[src/rtl/pts_pkg.sv]
package pts_pkg;
  typedef enum logic [1:0] {
    ST_IDLE  = 2'd0,
    ST_RUN   = 2'd1,
    ST_DRAIN = 2'd2
  } seq_state_e;
endpackage

[src/rtl/start_select.sv]
module start_select (
  input  logic src_sel,
  input  logic hw_trig,
  input  logic sw_trig,
  output logic start
);
  always_comb start = src_sel ? sw_trig : hw_trig;
endmodule

[src/rtl/interval_timer.sv]
module interval_timer #(
  parameter int PER_W = 16
) (
  input  logic             clk,
  input  logic             rst,
  input  logic             load,
  input  logic [PER_W-1:0] period_in,
  input  logic             restart,
  output logic             hit,
  output logic [PER_W-1:0] per_q
);
  logic [PER_W-1:0] tmr;

  always_ff @(posedge clk) begin
    if (rst) begin
      per_q <= '0;
      tmr   <= '0;
    end else begin
      if (load) per_q <= period_in;
      if (restart) tmr <= '0;
      else if (!hit) tmr <= tmr + 1'b1;
    end
  end

  always_comb hit = (tmr == per_q);
endmodule

[src/rtl/trig_budget.sv]
module trig_budget #(
  parameter int CNT_W = 16
) (
  input  logic             clk,
  input  logic             rst,
  input  logic             load,
  input  logic [CNT_W-1:0] count_in,
  input  logic             dec,
  output logic             last
);
  logic [CNT_W-1:0] rem;
  logic             unlimited;

  always_ff @(posedge clk) begin
    if (rst) begin
      rem       <= '0;
      unlimited <= 1'b0;
    end else if (load) begin
      rem       <= count_in;
      unlimited <= (count_in == '0);
    end else if (dec && !unlimited) begin
      rem <= rem - 1'b1;
    end
  end

  always_comb last = !unlimited && (rem == {{(CNT_W-1){1'b0}}, 1'b1});
endmodule

[src/rtl/periodic_trig_seq.sv]
module periodic_trig_seq
  import pts_pkg::*;
#(
  parameter int PER_W = 16,
  parameter int CNT_W = 16
) (
  input  logic             clk,
  input  logic             rst,
  input  logic             seq_en,
  input  logic             src_sel,
  input  logic             hw_trig,
  input  logic             sw_trig,
  input  logic [PER_W-1:0] period,
  input  logic [CNT_W-1:0] count,
  input  logic             conv_done,
  input  logic             flush,
  input  logic             done_clr,
  output logic             trig_out,
  output logic             done_flag
);
  seq_state_e       state, state_nx;
  logic             start, hit, last, inflight;
  logic             start_ok, fire_int, issue, stop_run, busy_now, set_evt;
  logic [PER_W-1:0] per_q;

  start_select u_sel (
    .src_sel (src_sel),
    .hw_trig (hw_trig),
    .sw_trig (sw_trig),
    .start   (start)
  );

  interval_timer #(.PER_W(PER_W)) u_tmr (
    .clk       (clk),
    .rst       (rst),
    .load      (start_ok),
    .period_in (period),
    .restart   (issue),
    .hit       (hit),
    .per_q     (per_q)
  );

  trig_budget #(.CNT_W(CNT_W)) u_bud (
    .clk      (clk),
    .rst      (rst),
    .load     (start_ok),
    .count_in (count),
    .dec      (fire_int),
    .last     (last)
  );

  always_comb begin
    start_ok = (state == ST_IDLE) && seq_en && start && !flush;
    fire_int = (state == ST_RUN) && seq_en && hit && !flush;
    issue    = start_ok || fire_int;
    stop_run = (state == ST_RUN) && !seq_en;
    busy_now = inflight && !conv_done;
    set_evt  = !flush && ((stop_run && !busy_now) ||
                          ((state == ST_DRAIN) && conv_done));
    state_nx = state;
    if (flush) state_nx = ST_IDLE;
    else begin
      case (state)
        ST_IDLE:  if (start_ok) state_nx = ST_RUN;
        ST_RUN:   if (stop_run) state_nx = busy_now ? ST_DRAIN : ST_IDLE;
                  else if (fire_int && last) state_nx = ST_DRAIN;
        ST_DRAIN: if (conv_done) state_nx = ST_IDLE;
        default:  state_nx = ST_IDLE;
      endcase
    end
  end

  always_ff @(posedge clk) begin
    if (rst) begin
      state     <= ST_IDLE;
      inflight  <= 1'b0;
      trig_out  <= 1'b0;
      done_flag <= 1'b0;
    end else begin
      state    <= state_nx;
      trig_out <= issue;
      if (flush) inflight <= 1'b0;
      else if (issue) inflight <= 1'b1;
      else if (conv_done) inflight <= 1'b0;
      if (flush) done_flag <= 1'b0;
      else if (set_evt) done_flag <= 1'b1;
      else if (done_clr) done_flag <= 1'b0;
    end
  end
endmodule

[config.mk]
export PLATFORM = sky130hd
export DESIGN_NAME = periodic_trig_seq
export DESIGN_NICKNAME = d
export VERILOG_FILES = /design/src/rtl/pts_pkg.sv /design/src/rtl/start_select.sv /design/src/rtl/interval_timer.sv /design/src/rtl/trig_budget.sv /design/src/rtl/periodic_trig_seq.sv
export SDC_FILE = /design/constraint.sdc
export NUM_CORES = 1
export LEC_CHECK = 0
export BUFFER_PORTS_ARGS = -buffer_cell sky130_fd_sc_hd__buf_2
export CAP_MARGIN = 20
export CORE_MARGIN = 1
export CORE_UTILIZATION = 40
export CTS_CLUSTER_SIZE = 8
export DETAILED_ROUTE_END_ITERATION = 10
export PLACE_DENSITY = 0.63
export SLEW_MARGIN = 10
export SYNTH_ARGS = -nofsm -noshare
export SYNTH_HDL_FRONTEND = slang
export SYNTH_SLANG_ARGS = --single-unit
[constraint.sdc]
create_clock -name clk -period 2.6 [get_ports clk]
set_clock_uncertainty 0.2 [all_clocks]
set_input_delay 0.52 -clock clk [delete_from_list [all_inputs] [get_ports clk]]
set_output_delay 0.52 -clock clk [all_outputs]
set_load 0.005 [all_outputs]
-- After elaboration in Yosys (flattened, before gate mapping)
Cells that the tools add are included.
- add/sub/neg operators: 2
- equality and inequality tests: 7
- multiplexer cells: 13
- reductions and logical operators: 29
- operators with widths (operator ; number):
    $mux W16 ; 2
    $add A16 B1 Y16 const B ; 1
    $eq A16 B1 Y1 const B ; 1
    $eq A16 B16 Y1 ; 1
    $logic_not A16 Y1 ; 1
    $sub A16 B1 Y16 const B ; 1
    $logic_and A1 B1 Y1 ; 14
    $mux W2 ; 5
    $pmux W2 S3 ; 1
    $reduce_bool A2 Y1 ; 3
    $logic_not A1 Y1 ; 5
    $mux W1 ; 5
    $ne A2 B2 Y1 const B ; 2
    $reduce_or A2 Y1 ; 2
    $ne A3 B2 Y1 const B ; 1
    $reduce_and A3 Y1 ; 1
    $eq A2 B1 Y1 const B ; 1
    $eq A2 B2 Y1 const B ; 1
    $logic_not A2 Y1 ; 1
    $logic_or A1 B1 Y1 ; 2
- register bits: 54
- input port bits: 41
- output and inout port bits: 2
- word-level logic and storage cells: 59

-- Logic depth before layout (Yosys ltp)
Gate-level depths: netlist of run 1.
- depth in word-level cells: 8
- mapped depth: 8
- depth with buffers taken out: 6

-- Cells and area by module
A second synthesis of run 1 with hierarchy kept.
- cell total of the unflattened synthesis: 314
- area, all modules: 2808.9 µm²
- by module, submodules not included (module ; times used ; cells each ; area each (µm²) ; sequential area each (µm²)):
    interval_timer ; 1 ; 168 ; 1570.3 ; 640.6
    trig_budget ; 1 ; 115 ; 962.2 ; 340.3
    periodic_trig_seq ; 1 ; 30 ; 261.5 ; 100.1
    start_select ; 1 ; 1 ; 15.0 ; 0.0

-- Worst setup path before layout of run 1
No wires, ideal clock.
- kind: register to register
- start point: register u_tmr.tmr[2]
- end point: register u_bud.rem[10]
- library setup time: 91 ps
- data arrival time: 2013 ps
- required time: 2309 ps
- path slack: 296 ps
- cell stages (with the launch flop): 7
- path buffers: 1
- clock period less this slack: 2304 ps
- cells stage by stage: dfxtp_1 -> xnor2_1 -> nand4_1 -> or4_1 -> buf_2 -> or4_1 -> a311oi_1
- word-level cells in the longest chain between the ends: 5
- ends and longest elaborated chain (item ; line ; source):
    start: declaration ; interval_timer.sv:12 ; logic [PER_W-1:0] tmr;
    start signal: assignment ; interval_timer.sv:21 ; else if (!hit) tmr <= tmr + 1'b1;
    $eq A16 B16 Y1 ; interval_timer.sv:25 ; always_comb hit = (tmr == per_q);
    $logic_and A1 B1 Y1 (2 in a row) ; periodic_trig_seq.sv:54 ; fire_int = (state == ST_RUN) && seq_en && hit && !flush;
    $logic_and A1 B1 Y1 ; trig_budget.sv:21 ; end else if (dec && !unlimited) begin
    $reduce_bool A2 Y1 (no line) ; n/a ;
    end signal: assignment ; trig_budget.sv:19 ; rem <= count_in;
    end signal: assignment ; trig_budget.sv:22 ; rem <= rem - 1'b1;
    end: declaration ; trig_budget.sv:11 ; logic [CNT_W-1:0] rem;
Every way passes these cells.
A chain may end at the register's enable or synchronous reset.

-- Worst setup path after layout of run 1
- start point: register u_tmr.tmr[4]
- end point: register u_bud.rem[5]
The elaborated chain is that of the path after synthesis.

==> results of run 1 <==
## critical path, cell delays in order (launching register included)
cell      delay (ns)
dfxtp_1         0.44
xnor2_1         0.16
nand4_1         0.19
or4_4           0.49
buf_12          0.18
or4_1           0.54
a311oi_2        0.26
## per-layer routing
layer  up-vias  part of all wire
met5         -                 0
met4         0                 0
met3         0             0.030
met2        49              0.49
met1      1310              0.48
li1       1408                 -
## final cells by class
class	instances	area, µm²	share of cell area
clock buffers	5	68.82	0.02021
clock inverters	3	43.79	0.01286
inverters	10	37.54	0.01103
multi-input cells	265	1628	0.4781
flip-flops and latches	54	1086	0.3190
well taps	96	120.1	0.03528
repair buffers	65	420.4	0.1235
## metrics by stage
stage          hold WS [ns]    util  worst slack (ns)   TNS, ns
3_3_place_gp         0.2587  0.4772            0.1008         0
4_1_cts              0.2217  0.4943          0.004110         0
5_1_grt              0.2255  0.5011          -0.01867  -0.01867
6_report             0.2345  0.5011           0.04718         0
3_5_place_dp         0.2655  0.4772          -0.03389  -0.03389
2_1_floorplan        0.2488       -            0.2959         0
## worst paths after layout
| check | endpoint | cells after the start | slack (ns) | from |
|---|---|---|---|---|
| max | u_bud.rem[5] | 6 | 0.05 | u_tmr.tmr[4] |
| min | u_tmr.per_q[5] | 3 | 0.23 | period[5] |
| max reg2reg | u_bud.rem[5] | 6 | 0.05 | u_tmr.tmr[4] |
| min reg2reg | u_tmr.per_q[4] | 2 | 0.28 | u_tmr.per_q[4] |
## synthesized netlist by cell type, types with 11 or more instances
master	n	area, µm²
nand4_1	11	68.82
nor4_1	12	75.07
nand2_1	44	165.2
or4_1	17	127.6
nand3_1	13	65.06
dfxtp_1	54	1081
o21ai_0	11	55.05
xnor2_1	16	140.1
a21oi_1	38	190.2
nor2_1	23	86.33
a311oi_1	12	105.1
o31ai_1	18	135.1
clkbuf_1	21	78.83
## placed cells by master, fill, tap and decap left out, types with 2 or more instances in the layout
master | synthesis | layout
dfxtp_1 | 54 | 50
nand2_1 | 44 | 44
buf_2 | 2 | 42
a21oi_1 | 38 | 38
nor2_1 | 23 | 23
buf_4 | 0 | 20
o31ai_1 | 18 | 18
xnor2_1 | 16 | 16
or4_1 | 17 | 16
nand3_1 | 13 | 13
nand4_1 | 11 | 11
nor4_1 | 12 | 11
o21ai_0 | 11 | 11
inv_1 | 10 | 10
or3_1 | 9 | 9
a311oi_1 | 12 | 9
nor3_1 | 7 | 6
clkbuf_8 | 0 | 5
or2_2 | 4 | 4
a211oi_1 | 4 | 4
dfxtp_2 | 0 | 4
a311oi_2 | 0 | 3
ha_1 | 3 | 3
buf_12 | 0 | 3
nand2b_1 | 2 | 2
a21o_1 | 2 | 2
o211ai_1 | 2 | 2
nor4b_1 | 2 | 2
and2_1 | 2 | 2
## what timing repair did
action                                  in CTS  in global routing
gates resized for setup                      1                  7
hold endpoints to repair                     0                  0
endpoints found under the setup margin       1                  8
pin swaps                                    0                  6
buffers inserted                             0                  3
## state kept, by name (all words and copies together) (netlist names)
name and flops:
u_tmr.per_q 16, state 2, u_bud.unlimited 1, trig_out 1
u_tmr.tmr 16, inflight 1, u_bud.rem 16, done_flag 1
## cell families after synthesis
logic type,count (synthesis)
XOR/XNOR,17
AND/OR/NAND/NOR,153
multiplexers,1
buffers and inverters,35
adder cells (fa/ha/maj),3
AO/OA/AOI/OAI,91
flip-flops,54
## power groups by stage
stage | Sequential (µW) | Combinational [µW] | Clock (µW)
5_1_grt | 904 | 598 | 625
3_5_place_dp | 918 | 512 | 0
3_3_place_gp | 917 | 507 | 0
2_1_floorplan | 918 | 314 | 0
4_1_cts | 899 | 522 | 593
6_report | 899 | 547 | 573
==> impl_metrics.py, run 1 <==
metrics = {
    "cts": {
        "ctsHoldBuffers": 0,
        "cts_tree": "done",
        "htreeDepth": 2,
        "clk-insertion-delay-late_ns": 0.31,
        "cts_sinks": 54,
        "clockBufferDepth": 2,
        "root_buffer": "clkbuf_8",
        "cts_made_buffers": 5,
        "clkSlewWorstSetupHoldPaths_ns": 0.10,
    },
    "floorplan": {
        "die_area_um2": 7381,
        "start_util": 0.4145,
        "core_um2": 6794,
        "die_h_um": 85.91,
        "rows": 30,
        "pin_count": 43,
        "dieWidth_um": 85.91,
    },
    "yosys": {
        "yosys_warnings": 0,
        "synth_compound_area_frac": 0.2061,
        "ys_async_sr_fraction": 0,
        "synthSimpleGateAreaFrac": 0.2874,
        "muxShareOfSynthArea": 0.003554,
        "ys_ff_latch": 54,
        "synthAdderAreaFrac": 0.01333,
        "postSynthAreaPerCell_um2": 7.956,
        "synth_nets": 398,
        "synth-xor-area-share": 0.05553,
        "synthCells": 354,
        "synth_top_family_by_area": "simple AND/OR/NAND/NOR gates",
        "netlist_area_um2": 2816,
        "synth_edf_count": 0,
        "synthFlopType": "dfxtp_1",
        "ys_types": 40,
        "yosysSeqAreaShare": 0.3838,
    },
    "timing": {
        "timing.fmax_mhz": 391.7,
        "tightest_slew_ns": 0.5385,
        "period_minus_slack_ns": 2.553,
        "slew_viol_final": 0,
        "max-slew-margin-rel": 0.6377,
        "setup_viol": 0,
        "finalHoldViolCount": 0,
        "period_share": 0.9819,
    },
    "power": {
        "max-vdd-ir-drop_mv": 0.2957,
        "intPower_uw": 1386,
        "powerDensity_nw_per_um2": 593.2,
        "combinationalPowerShare": 0.271,
        "power.share.clock": 0.284,
        "switching_share": 0.3137,
        "power.net_switching_uw": 633.6,
        "pwr-share-seq": 0.445,
        "power.static_leakage_uw": 0.001178,
        "power.total_uw": 2019,
    },
    "placed_design": {
        "placed_area_um2": 3242,
        "dp_hpwl_um": 4966,
        "io_buffers": 42,
        "routabilityCongestion": 0.8123,
        "dpl.cell_count": 487,
    },
    "global_routing": {
        "antenna_found_initial": 0,
        "grt_pass1_vias": 2393,
        "grtUsageTotal": 0.1961,
        "grt_overflow": 0,
        "grt_max_degree": 40,
        "grt.busiest_layer": "met2",
        "grt_first_pass_wirelength_um": 11570,
        "gr-usage-met1": 0.2767,
        "use_met2": 0.3139,
        "met3_usage": 0.02984,
    },
    "detailed_routing": {
        "drt-vias-per-instance": 5.556,
        "ant_nets": 0,
        "drcViolationCount": 0,
        "firstDrtPassIters": 5,
        "wl_um": 7085,
        "drt_iter0_drc": 154,
        "dr_total_vias": 2767,
        "wire_per_inst_um": 14.23,
    },
    "final_layout": {
        "antenna_cells": 0,
        "fillers": 665,
        "design_area_um2": 3405,
        "area_growth_syn_to_layout_pct": 20.88,
        "drive_above_1_share": 0.2239,
        "fin_cells": 498,
        "nets": 445,
    },
    "min_path": {
        "hp-class": "in2reg",
    },
    "worst_setup_path": {
        "crit_fanout": 27,
        "worst_ep_arrival_time_ns": 2.57,
        "path_class": "reg2reg",
        "worst_setup_path_end_kind": "register",
        "cp.required_ns": 2.62,
        "start_kind": "register",
    },
    "run_status": {
        "status": "completed",
    },
    "run": {
        "max_cap_viol_count": 0,
    },
}
Power figures use the tool's default switching activity.
==> run 2: changes to the inputs <==
--- a/config.mk
+++ b/config.mk
@@ -5,13 +5,14 @@
 export SDC_FILE = /design/constraint.sdc
 export NUM_CORES = 1
 export LEC_CHECK = 0
+export ABC_AREA = 1
 export BUFFER_PORTS_ARGS = -buffer_cell sky130_fd_sc_hd__buf_2
 export CAP_MARGIN = 20
 export CORE_MARGIN = 1
 export CORE_UTILIZATION = 40
 export CTS_CLUSTER_SIZE = 8
 export DETAILED_ROUTE_END_ITERATION = 10
-export PLACE_DENSITY = 0.63
+export PLACE_DENSITY = 0.62
 export SLEW_MARGIN = 10
 export SYNTH_ARGS = -nofsm -noshare
 export SYNTH_HDL_FRONTEND = slang
==> constraint.sdc (replaced) <==
create_clock -name clk -period 3.2 [get_ports clk]
set_clock_uncertainty 0.2 [all_clocks]
set_input_delay 0.64 -clock clk [delete_from_list [all_inputs] [get_ports clk]]
set_output_delay 0.64 -clock clk [all_outputs]
set_load 0.005 [all_outputs]
==> impl_metrics.py, run 2 <==
metrics = {
    "run_status": {
        "status": "completed",
    },
    "final_layout": {
        "drive_above_1_share": 0.1512,
        "fin_util": 0.4645,
        "final_cell_mix": "nand2_1 (158), nor2_1 (61), inv_1 (54), dfxtp_1 (54), buf_2 (42)",
        "regArea_um2": 1081,
        "reg_top3": "u_bud.rem (16), u_tmr.per_q (16), u_tmr.tmr (16)",
        "nets": 605,
        "antenna_cells": 0,
        "fillers": 823,
        "area_growth_syn_to_layout_pct": 9.869,
        "layout_commonest_cell": "nand2_1",
        "multi_input_area_um2": 1894,
    },
    "worst_setup_path": {
        "crit_fanout": 33,
        "reg2reg_slack_ns": 0.82,
        "crit_end": "u_bud.rem[5]",
        "cp.required_ns": 3.19,
        "critical_path.startpoint": "src_sel",
        "r2r_start": "state[1]",
        "start_kind": "input pin",
        "worst_ep_arrival_time_ns": 2.37,
        "worst_setup_path_end_kind": "register",
        "worstReg2RegEnd": "u_bud.rem[5]",
        "path_class": "in2reg",
        "reg2regPathDepth": 11,
    },
    "yosys": {
        "yosysTopAreaCellShare": 0.3242,
        "yosysMostFrequentCell": "nand2_1",
        "synthCells": 527,
        "ys_types": 30,
        "synth_area_leaders": "dfxtp_1 (32%), nand2_1 (18%), nor2_1 (6.9%)",
        "yosys_warnings": 0,
        "synth_nets": 571,
        "ys_ff_latch": 54,
        "synth_area_leader_cell": "dfxtp_1",
        "ys_async_sr_fraction": 0,
        "synthFlopType": "dfxtp_1",
        "yosysSeqAreaShare": 0.3242,
        "synth_commonest_cells": "nand2_1 (158), nor2_1 (61), dfxtp_1 (54), inv_1 (54), a21oi_1 (36)",
        "postSynthAreaPerCell_um2": 6.327,
        "synth_edf_count": 0,
        "netlist_area_um2": 3334,
    },
    "cts": {
        "cts_made_buffers": 5,
        "clkSlewWorstSetupHoldPaths_ns": 0.11,
        "cts_sinks": 54,
        "cts_tree": "done",
        "clockBufferDepth": 2,
        "htreeDepth": 2,
        "root_buffer": "clkbuf_8",
        "clk-insertion-delay-late_ns": 0.31,
        "ctsHoldBuffers": 0,
        "post_cts_buffers": 0,
        "cts-resized-gates": 0,
    },
    "detailed_routing": {
        "wire_per_inst_um": 12.21,
        "firstDrtPassIters": 4,
        "wl_um": 8110,
        "ant_nets": 0,
        "drt-vias-per-instance": 5.026,
        "drcViolationCount": 0,
        "drt_iter0_drc": 239,
        "dr_total_vias": 3337,
    },
    "timing": {
        "setup_viol": 0,
        "finalHoldViolCount": 0,
        "timing.fmax_mhz": 419.4,
        "finalSetupTns_ns": 0,
        "max-slew-margin-rel": 0.5216,
        "tightest_slew_ns": 0.7169,
        "period_minus_slack_ns": 2.385,
        "rsz0062_at_grt": "false",
        "period_share": 0.7452,
        "slew_viol_final": 0,
    },
    "power": {
        "power.total_uw": 1558,
        "max-vdd-ir-drop_mv": 0.2059,
        "power.static_leakage_uw": 0.001617,
        "powerDensity_nw_per_um2": 425.1,
    },
    "run": {
        "max_cap_viol_count": 0,
    },
    "placed_design": {
        "io_buffers": 42,
        "routabilityCongestion": 0.8967,
        "dp_hpwl_um": 6056,
    },
    "floorplan": {
        "start_util": 0.4227,
        "pin_count": 43,
        "dieWidth_um": 93.30,
        "die_h_um": 93.30,
        "die_area_um2": 8705,
        "rows": 32,
        "core_um2": 7888,
    },
    "min_path": {
        "hp-class": "reg2reg",
        "min_from": "u_tmr.per_q[7]",
    },
    "global_routing": {
        "grt_max_degree": 34,
        "antenna_found_initial": 0,
        "grt_overflow": 0,
        "grtUsageTotal": 0.2072,
        "grt_pass1_vias": 3153,
        "grt_first_pass_wirelength_um": 14470,
    },
}
run 2: changes by cell type in the layout (fill, tap and decap cells not counted), moves of 18 or more:
cell	delta
nor2_1	+38
inv_1	+44
nand2_1	+114
nand3_1	+21
o21ai_0	+20
buf_4	-19
o31ai_1	-18
run 2: layout make-up:
type                       instances  share of cell area
clock buffer                       7             0.02630
timing repair buffer              43             0.05943
sequential                        54              0.2951
multi-input combinational        394              0.5171
clock inverter                     1            0.002391
tap                              102             0.03484
inverter                          63             0.06489
run 2: through the flow:
stage	setup slack [ns]	instance area, µm²	std cells	hold slack (ns)
4_1_cts	0.8346	3664	664	0.2757
3_3_place_gp	0.5310	3558	656	0.2581
5_1_grt	0.5911	3664	664	0.2995
3_5_place_dp	0.4938	3558	656	0.2595
6_report	0.8154	3664	664	0.2761
2_1_floorplan	1.227	3334	527	0.2431
run 2: kinds of logic after synthesis:
logic type,synth area share
AND/OR/NAND/NOR,0.3948
buffers and inverters,0.1077
adder cells (fa/ha/maj),0.01126
AO/OA/AOI/OAI,0.1227
XOR/XNOR,0.03940
flip-flops,0.3242
run 2: report_power, final:
group,switching (µW),leakage [µW],internal [µW]
sequential,31.5,0.000439,703
combinational,252,0.00112,135
clock,236,0.0000544,199
run 2: worst min path at each step:
stage	endpoint	slack [ns]	cells past startpoint
final	u_tmr.per_q[7]	0.28	2
after global routing	u_tmr.per_q[7]	0.30	2
after CTS	u_tmr.per_q[4]	0.28	2
after detailed placement	u_tmr.per_q[4]	0.26	2
after global placement	u_tmr.per_q[7]	0.26	2
after floorplan	u_tmr.per_q[0]	0.24	2
run 2: critical path: stages:
cell      delay (ns)
buf_2           0.10
nand2_1         0.05
o21ai_0         0.12
nand2_4         0.31
inv_2           0.23
nor2_4          0.15
clkinv_2        0.28
nand2_4         0.30
nand2_1         0.07
nand2_1         0.06
nor2_1          0.04
run 2: per-layer routing:
| metal | global-route usage | wire (µm) | share of wire | vias up |
|---|---|---|---|---|
| li1 | - | - | - | 1743 |
| met5 | 0 | 0 | 0 | - |
| met3 | 0.03496 | 460 | 0.057 | 7 |
| met4 | 0.05769 | 77 | 0.0095 | 0 |
| met1 | 0.2912 | 4052 | 0.50 | 1507 |
| met2 | 0.3254 | 3520 | 0.43 | 80 |
==> run 3: changes to the inputs <==
==> constraint.sdc (replaced) <==
create_clock -name clk -period 2.2 [get_ports clk]
set_clock_uncertainty 0.2 [all_clocks]
set_input_delay 0.44 -clock clk [delete_from_list [all_inputs] [get_ports clk]]
set_output_delay 0.44 -clock clk [all_outputs]
set_load 0.005 [all_outputs]
==> impl_metrics.py, run 3 (synthesis results as in run 2) <==
metrics = {
    "worst_setup_path": {
        "cp.required_ns": 2.26,
        "r2r_start": "u_tmr.tmr[0]",
        "worst_ep_arrival_time_ns": 2.05,
        "critical_path.startpoint": "u_tmr.tmr[0]",
        "slowest_delay_ns": 0.46,
        "path_class": "reg2reg",
        "path_cells": "ha_1 -> inv_1 -> nor3_1 -> nand3_1 -> xor2_1 -> nand2_1 -> a21oi_1",
        "worst_setup_path_end_kind": "register",
        "crit_fanout": 6,
        "cpMaxStageDelayCell": "dfxtp_1",
        "start_kind": "register",
    },
    "power": {
        "combinationalPowerShare": 0.267,
        "switching_share": 0.3478,
        "power.net_switching_uw": 779.8,
        "powerDensity_nw_per_um2": 599.1,
        "max-vdd-ir-drop_mv": 0.3086,
        "intPower_uw": 1462,
        "power.share.clock": 0.257,
        "power.static_leakage_uw": 0.001667,
        "pwr-share-seq": 0.476,
    },
    "run_status": {
        "status": "completed",
    },
    "floorplan": {
        "core_um2": 7888,
        "start_util": 0.4227,
        "die_h_um": 93.30,
        "die_area_um2": 8705,
        "rows": 32,
        "dieWidth_um": 93.30,
        "pin_count": 43,
    },
    "detailed_routing": {
        "wl_met2_um": 3541,
        "highest_layer": "met4",
        "wire_per_inst_um": 12.46,
        "route.met3.wl_um": 529,
        "drt-vias-per-instance": 5.025,
        "wl_um": 8424,
        "firstDrtPassIters": 6,
        "drt_iter0_drc": 200,
        "met1Wirelength_um": 4212,
        "drcViolationCount": 0,
        "ant_nets": 0,
        "dr_total_vias": 3397,
    },
    "timing": {
        "tightest_slew_ns": 0.5246,
        "final.setup.worst_slack_ns": 0.2095,
        "setup_viol": 0,
        "finalHoldViolCount": 0,
        "finalSetupTns_ns": 0,
        "slew_viol_final": 0,
        "max-slew-margin-rel": 0.6476,
        "period_minus_slack_ns": 1.991,
        "rsz0062_at_grt": "false",
        "period_share": 0.9048,
        "timing.fmax_mhz": 502.4,
    },
    "placed_design": {
        "routabilityCongestion": 0.9187,
        "io_buffers": 42,
        "dp_hpwl_um": 6409,
        "pre_cts_slack_ns": 0.1565,
        "placed_area_um2": 3649,
    },
    "final_layout": {
        "layout_commonest_cell": "nand2_1",
        "drive_above_1_share": 0.1672,
        "fillers": 829,
        "design_area_um2": 3742,
        "nets": 617,
        "antenna_cells": 0,
        "area_growth_syn_to_layout_pct": 12.23,
        "final_cell_mix": "nand2_1 (158), nor2_1 (61), inv_1 (54), dfxtp_1 (54), buf_2 (42)",
        "reg_top3": "u_bud.rem (16), u_tmr.per_q (16), u_tmr.tmr (16)",
        "fin_util": 0.4745,
    },
    "global_routing": {
        "antenna_found_initial": 0,
        "grt_first_pass_wirelength_um": 14400,
        "grtUsageTotal": 0.2049,
        "grt_max_degree": 35,
        "grt_pass1_vias": 3156,
        "grt_overflow": 0,
    },
    "cts": {
        "cts_tree": "done",
        "cts_made_buffers": 5,
        "ctsHoldBuffers": 0,
        "cts_sinks": 54,
        "clockBufferDepth": 2,
        "htreeDepth": 2,
        "root_buffer": "clkbuf_8",
        "clkSlewWorstSetupHoldPaths_ns": 0.11,
        "clk-insertion-delay-late_ns": 0.31,
    },
    "min_path": {
        "hp-class": "in2reg",
        "min_from": "period[6]",
    },
    "run": {
        "max_cap_viol_count": 0,
    },
}
[run 3: cell count changes in the layout (fill, tap and decap cells not counted), sizes merged]
| cell | change |
|---|---|
| clkbuf | -1 |
| clkinv | +1 |
| buf | +12 |
[run 3: stage by stage]
stage	power [µW]	cells	hold WS (ns)
5_1_grt	2388	676	0.2097
3_3_place_gp	1675	668	0.2556
3_5_place_dp	1679	668	0.2582
4_1_cts	2254	676	0.1908
2_1_floorplan	1524	527	0.2431
6_report	2242	676	0.1960
[run 3: path summary, 6_finish.rpt]
check | endpoint | slack [ns] | cells past startpoint
worst max-delay path | u_tmr.tmr[12] | 0.21 | 7
worst min-delay path | u_tmr.per_q[6] | 0.20 | 3
worst max register to register | u_tmr.tmr[12] | 0.21 | 7
worst min register to register | u_tmr.per_q[6] | 0.27 | 2
[run 3: metal layers]
| metal | GRT usage | vias to the layer above |
|---|---|---|
| li1 | - | 1779 |
| met1 | 0.2886 | 1487 |
| met2 | 0.3162 | 114 |
| met3 | 0.03496 | 17 |
| met4 | 0.06667 | 0 |
| met5 | 0 | - |
[run 3: area by class of cell]
| cell class | instances | area (µm²) | share of cell area |
|---|---|---|---|
| clock buffer | 6 | 72.57 | 0.01939 |
| clock inverter | 2 | 13.76 | 0.003678 |
| inverter | 63 | 240.2 | 0.06419 |
| multi-input combinational | 394 | 1899 | 0.5075 |
| sequential | 54 | 1081 | 0.2889 |
| tap | 102 | 127.6 | 0.03410 |
| timing repair buffer | 55 | 307.8 | 0.08225 |
[run 3: power groups by stage]
stage               clock network, µW  registers [µW]  logic [µW]
floorplan                           0            1080         445
global placement                    0            1090         587
detailed placement                  0            1090         590
CTS                               594            1070         594
global route                      625            1070         689
finish                            576            1070         598
[run 3: timing repair]
action,CTS,global route
setup buffers,0,0
endpoints found under the setup margin,0,9
resized for setup,0,2
[run 3: critical path, delay by kind of cell (launching register included)]
| family | cells | cell delay (ns) |
|---|---|---|
| DFF | 1 | 0.46 |
| buffers and inverters | 1 | 0.08 |
| xor gates and xnor gates | 1 | 0.17 |
| and+or+nand+nor | 3 | 0.67 |
| adders and majority gates | 1 | 0.24 |
| AOI/OAI and AO/OA | 1 | 0.12 |
